--- src/rtl/pc_pkg.sv ---
package pc_pkg;
  localparam int unsigned XLEN     = 32;
  localparam int unsigned OP_W     = 6;
  localparam int unsigned FUNCT_W  = 6;
  localparam int unsigned OFFSET_W = 16;
  localparam int unsigned INDEX_W  = 26;
  localparam int unsigned REG_W    = 5;

  localparam logic [OP_W-1:0]    OP_SPECIAL = 6'd0;
  localparam logic [OP_W-1:0]    OP_JUMP    = 6'd2;
  localparam logic [OP_W-1:0]    OP_CALL    = 6'd3;
  localparam logic [OP_W-1:0]    OP_BR_EQ   = 6'd4;
  localparam logic [OP_W-1:0]    OP_BR_NE   = 6'd5;
  localparam logic [FUNCT_W-1:0] FN_REGJMP  = 6'd8;

  typedef enum logic [2:0] {
    FLOW_SEQ,
    FLOW_BR_EQ,
    FLOW_BR_NE,
    FLOW_JUMP,
    FLOW_CALL,
    FLOW_REG
  } flow_e;
endpackage

--- src/rtl/pc_decode.sv ---
module pc_decode
  import pc_pkg::*;
#(
  parameter int unsigned IW = 32
) (
  input  logic [IW-1:0]       instr_i,
  output flow_e               flow_o,
  output logic [OFFSET_W-1:0] offset_o,
  output logic [INDEX_W-1:0]  index_o
);
  localparam int unsigned OP_LSB = IW - OP_W;

  logic [OP_W-1:0]    opcode;
  logic [FUNCT_W-1:0] funct;

  assign opcode   = instr_i[IW-1:OP_LSB];
  assign funct    = instr_i[FUNCT_W-1:0];
  assign offset_o = instr_i[OFFSET_W-1:0];
  assign index_o  = instr_i[INDEX_W-1:0];

  always_comb begin
    unique case (opcode)
      OP_BR_EQ:   flow_o = FLOW_BR_EQ;
      OP_BR_NE:   flow_o = FLOW_BR_NE;
      OP_JUMP:    flow_o = FLOW_JUMP;
      OP_CALL:    flow_o = FLOW_CALL;
      OP_SPECIAL: flow_o = (funct == FN_REGJMP) ? FLOW_REG : FLOW_SEQ;
      default:    flow_o = FLOW_SEQ;
    endcase
  end
endmodule

--- src/rtl/pc_cond.sv ---
module pc_cond
  import pc_pkg::*;
#(
  parameter int unsigned DW = 32
) (
  input  flow_e         flow_i,
  input  logic [DW-1:0] op_a_i,
  input  logic [DW-1:0] op_b_i,
  output logic          redirect_o
);
  logic same;

  assign same = (op_a_i == op_b_i);

  always_comb begin
    unique case (flow_i)
      FLOW_BR_EQ: redirect_o = same;
      FLOW_BR_NE: redirect_o = !same;
      FLOW_JUMP,
      FLOW_CALL,
      FLOW_REG:   redirect_o = 1'b1;
      default:    redirect_o = 1'b0;
    endcase
  end
endmodule

--- src/rtl/pc_target.sv ---
module pc_target
  import pc_pkg::*;
#(
  parameter int unsigned AW = 32,
  parameter int unsigned WORD_BYTES = 4
) (
  input  logic [AW-1:0]       pc_i,
  input  logic [OFFSET_W-1:0] offset_i,
  input  logic [INDEX_W-1:0]  index_i,
  output logic [AW-1:0]       seq_o,
  output logic [AW-1:0]       branch_o,
  output logic [AW-1:0]       jump_o
);
  localparam int unsigned ALIGN_W  = $clog2(WORD_BYTES);
  localparam int unsigned REGION_W = AW - INDEX_W - ALIGN_W;
  localparam int unsigned EXT_W    = AW - OFFSET_W - ALIGN_W;

  logic [AW-1:0] disp;

  assign seq_o    = pc_i + AW'(WORD_BYTES);
  assign disp     = {{EXT_W{offset_i[OFFSET_W-1]}}, offset_i, {ALIGN_W{1'b0}}};
  assign branch_o = seq_o + disp;
  assign jump_o   = {seq_o[AW-1 -: REGION_W], index_i, {ALIGN_W{1'b0}}};
endmodule

--- src/rtl/pc_next_unit.sv ---
module pc_next_unit
  import pc_pkg::*;
#(
  parameter int unsigned AW       = XLEN,
  parameter int unsigned LINK_REG = 31
) (
  input  logic             clk_i,
  input  logic             rst_ni,
  input  logic             step_i,
  input  logic [XLEN-1:0]  instr_i,
  input  logic [AW-1:0]    rs_val_i,
  input  logic [AW-1:0]    rt_val_i,
  output logic [AW-1:0]    pc_o,
  output logic             taken_o,
  output logic             link_we_o,
  output logic [REG_W-1:0] link_addr_o,
  output logic [AW-1:0]    link_data_o
);
  localparam int unsigned REGION_W = 4;

  flow_e               flow;
  logic [OFFSET_W-1:0] offset;
  logic [INDEX_W-1:0]  index;
  logic                redirect;
  logic [AW-1:0]       seq_pc, br_pc, jmp_pc, pc_d, pc_q;

  pc_decode #(.IW(XLEN)) u_decode (
    .instr_i  (instr_i),
    .flow_o   (flow),
    .offset_o (offset),
    .index_o  (index)
  );

  pc_cond #(.DW(AW)) u_cond (
    .flow_i     (flow),
    .op_a_i     (rs_val_i),
    .op_b_i     (rt_val_i),
    .redirect_o (redirect)
  );

  pc_target #(.AW(AW), .WORD_BYTES(4)) u_target (
    .pc_i     (pc_q),
    .offset_i (offset),
    .index_i  (index),
    .seq_o    (seq_pc),
    .branch_o (br_pc),
    .jump_o   (jmp_pc)
  );

  always_comb begin
    pc_d = seq_pc;
    if (redirect) begin
      unique case (flow)
        FLOW_BR_EQ, FLOW_BR_NE: pc_d = br_pc;
        FLOW_JUMP, FLOW_CALL:   pc_d = jmp_pc;
        FLOW_REG:               pc_d = rs_val_i;
        default:                pc_d = seq_pc;
      endcase
    end
  end

  always_ff @(posedge clk_i or negedge rst_ni) begin
    if (!rst_ni)     pc_q <= '0;
    else if (step_i) pc_q <= pc_d;
  end

  assign pc_o        = pc_q;
  assign taken_o     = step_i & redirect;
  assign link_we_o   = step_i & (flow == FLOW_CALL);
  assign link_addr_o = REG_W'(LINK_REG);
  assign link_data_o = seq_pc;

  assert_hold_R2: assert property (@(posedge clk_i) disable iff (!rst_ni)
    !step_i |=> $stable(pc_o));

  assert_seq_step_R3: assert property (@(posedge clk_i) disable iff (!rst_ni)
    (step_i && !taken_o) |=> (pc_o == $past(pc_o) + AW'(4)));

  assert_jump_region_R7: assert property (@(posedge clk_i) disable iff (!rst_ni)
    (step_i && (flow == FLOW_JUMP || flow == FLOW_CALL)) |=>
      (pc_o[1:0] == 2'b00 &&
       pc_o[AW-1 -: REGION_W] == $past(link_data_o[AW-1 -: REGION_W])));

  assert_link_R8: assert property (@(posedge clk_i) disable iff (!rst_ni)
    link_we_o |-> (taken_o && link_data_o == pc_o + AW'(4) && link_addr_o == REG_W'(LINK_REG)));

  assert_taken_gate_R10: assert property (@(posedge clk_i) disable iff (!rst_ni)
    (taken_o || link_we_o) |-> step_i);
endmodule

--- config.mk ---
export PLATFORM = sky130hd
export DESIGN_NAME = pc_next_unit
export DESIGN_NICKNAME = d
export VERILOG_FILES = /design/src/rtl/pc_pkg.sv /design/src/rtl/pc_decode.sv /design/src/rtl/pc_cond.sv /design/src/rtl/pc_target.sv /design/src/rtl/pc_next_unit.sv
export SDC_FILE = /design/constraint.sdc
export NUM_CORES = 1
export LEC_CHECK = 0
export ABC_AREA = 1
export BUFFER_PORTS_ARGS = -buffer_cell sky130_fd_sc_hd__buf_4
export CORE_ASPECT_RATIO = 0.7
export CORE_MARGIN = 3
export CORE_UTILIZATION = 50
export DETAILED_ROUTE_END_ITERATION = 8
export GPL_TIMING_DRIVEN = 0
export PLACE_DENSITY = 0.73
export SLEW_MARGIN = 30
export SYNTH_ARGS = -nofsm -noshare
export SYNTH_HDL_FRONTEND = slang
export SYNTH_SLANG_ARGS = --single-unit
--- constraint.sdc ---
create_clock -name clk_i -period 7.7 [get_ports clk_i]
set_input_delay 1.54 -clock clk_i [delete_from_list [all_inputs] [get_ports clk_i]]
set_output_delay 1.54 -clock clk_i [all_outputs]
set_load 0.005 [all_outputs]
==> metrics <==
Hold Path Class=register to register; Total GRT Usage=between 30% and 40%; largest net degree at the start of global routing=33; most common cell after layout, fill and taps aside=nand2_1; fillers=1219; Seq/Total Area, Yosys=a little over an eighth; most frequent cells in the layout=nand2_1 (458), inv_1 (193), buf_4 (171); pwr/cell area=roughly 170 nW/um^2; Cells after Synth=roughly 1200; Compound-Gate Fraction of Synth Area=7.64%; CTS sink count=32; CTS tree=built; Syn-to-layout area delta=26.5%; Final Routed Wirelength=25900 um; Seq cells post-synth=32; Leak=4.40 nW; CTS Buf Count=5; initial antenna violation count=0; ys async rst share=100%; multi-input logic area=4390 um^2; slowest stage cell, crit path=nor3_1; unrepaired setup endpoints after global routing=no; crit-path max FO=10; Initial Util=51.6%; adder-cell share of the synthesized area=7.34%; FF-to-FF setup slack=around 4000 ps; RD Place Congestion=1.04; Fmax=between 0.2 and 0.25 GHz; first-pass GRT wire length=38400 um; CP peak stage delay=around 470 ps; aggregate global routing overflow=0; status=finished clean; clk slew on worst S/H paths=~50 ps; drt first pass iters=5; post-synth cell types=40; Syn Area/Cell=5.20 um^2; startpoint types=primary input; Cell Chain, Critical Path=buf_4, nor2_1, nand3b_1, nor3_1, nor2_1, nand3_2, buf_6, nand2_1, inv_1, buf_4; IO Pins=170; H-tree levels=2; Longest Clk Path Bufs=2; DR DRC count=0; detailed-route vias per instance=about 5.4; Synth Area in Simple Gates=52.2%; DP HPWL=22300 um; setup TNS=0 ps; CP Data Arrival Time=~3300 ps; Final Hold Fails=0; chip height=98.2 um; Seq. cell area=801 um^2; Rows=33; die width=138 um; Core Area=between 10000 and 15000 um^2; Primary FF master, synth=dfrtp_1; crit path time final=4800 ps; Setup CP Type=primary input to output pin; n_diodes=0; full die area=13500 um^2; Tcrit/Tclk final=62.3%; WP data required=6160 ps; actual slew at the worst max-slew pin=744 ps; Setup-failing EPs final=0; Vias=8138; EDFF count, synth=0; Clock Latency Late Sink=~280 ps; port bufs=164; post-route cell area=~7700 um^2; post-CTS sizing=0; mux share of post-synthesis cell area=0%; largest family of logic cells by synthesized area=simple AND/OR/NAND/NOR gates; Hold Buf Count CTS=0; drt initial violations=1018; postcts setup bufs=0; pins over their slew limit=0; Largest register FFs=32; max cap viols=0; layout cells sized above 1=15.3%; clock root buffer=clkbuf_16; WL/cell=17.3 um; critical path buffer and inverter count=4; Worst VDD drop=0.178 mV; Cell Area, Synth=approximately 6100 um^2; slew margin rel.=49.9%; Top delay family on crit path=simple AND/OR/NAND/NOR gates; antenna viol nets, final=0; XOR/XNOR Fraction of Synth Area=around 4.8%; yosys warns=0; DP Area=about 7500 um^2; Final Skew=roughly 2.4 ps; endpoint class of the critical path=output pin; NumNets Final=1476; vias in the first global route=around 7000
## metal layers
layer,vias to the layer above,share of wire [%],wire (um),global-route usage (%)
li1,3966,-,-,-
met1,3693,45,11800,59.1
met2,453,39,10200,51.3
met3,26,13,3390,8.91
met4,0,2.0,530,8.05
met5,-,0,0,0
## power breakdown
part           internal [mW]  switching [mW]
clock                  0.152          0.0747
combinational          0.332           0.520
sequential             0.203          0.0625
## area by class of cell
class	instances	area share [%]
Timing Repair Buffer	164	16.0
Clock inverter	3	0.554
Tap cell	157	2.56
Inverter	197	9.63
Multi-Input combinational cell	915	57.1
Sequential cell	32	10.4
Buffer	27	2.10
Clock buffer	5	1.63
## synthesized netlist by cell type (7+ instances only)
library cell | number | area, um^2
nand3b_1 | 8 | 60.1
xnor2_1 | 15 | 131
nand3_1 | 88 | 440
nand4_1 | 27 | 169
a22oi_1 | 15 | 113
inv_1 | 193 | 724
xor2_1 | 18 | 158
buf_4 | 7 | 52.6
nand2_1 | 458 | 1720
a21oi_1 | 29 | 145
o21ai_0 | 22 | 110
nor2_1 | 146 | 548
nor3_1 | 14 | 70.1
dfrtp_1 | 32 | 801
or2_2 | 8 | 50.1
clkbuf_1 | 10 | 37.5
ha_1 | 34 | 425
## path summary, 6_finish.rpt
kind | cells after the start | to | start
setup / recovery | 10 | taken_o | instr_i[31]
hold / removal | 2 | pc_o[0] | pc_o[0]
setup reg to reg | 19 | pc_o[30] | pc_o[2]
hold reg to reg | 2 | pc_o[0] | pc_o[0]
max in group asynchronous | 1 | pc_o[2] | rst_ni
min in group asynchronous | 1 | pc_o[27] | rst_ni
## through the flow
step	instances	utilization (%)	hold WS, ps	worst slack [ps]	power [mW]
3_3_place_gp	1492	63.9	514	3060	1.08
2_1_floorplan	1171	-	498	3660	0.742
6_report	1500	65.3	526	2900	1.34
5_1_grt	1500	65.3	545	2770	1.44
3_5_place_dp	1492	63.9	518	3020	1.09
4_1_cts	1500	65.3	529	3020	1.32
## worst register-to-register path: stages, from the launching register on
cell     delay (ps)
dfrtp_1         500
ha_1            320
nand2_1          90
nor2_1          150
nand2_1         150
nor3_1          260
xor2_1          480
ha_1            400
nand2_1         180
inv_1            60
nand3_1         130
inv_1            50
nand2_1          60
nand2_1          60
a21oi_1         320
nand3_1         130
nand3_1         120
nand3_1          80
nand2_1         100
nand2_1          50
## cells by family (layout without fill, tap and decap cells)
group           after synthesis  after routing
compound gates               79             79
xor+xnor                     33             33
fa+ha+maj                    35             35
buf+inv                     224            396
flops                        32             32
other cells                   1              5
simple gates                763            763
(Power assumes the default switching activity.)
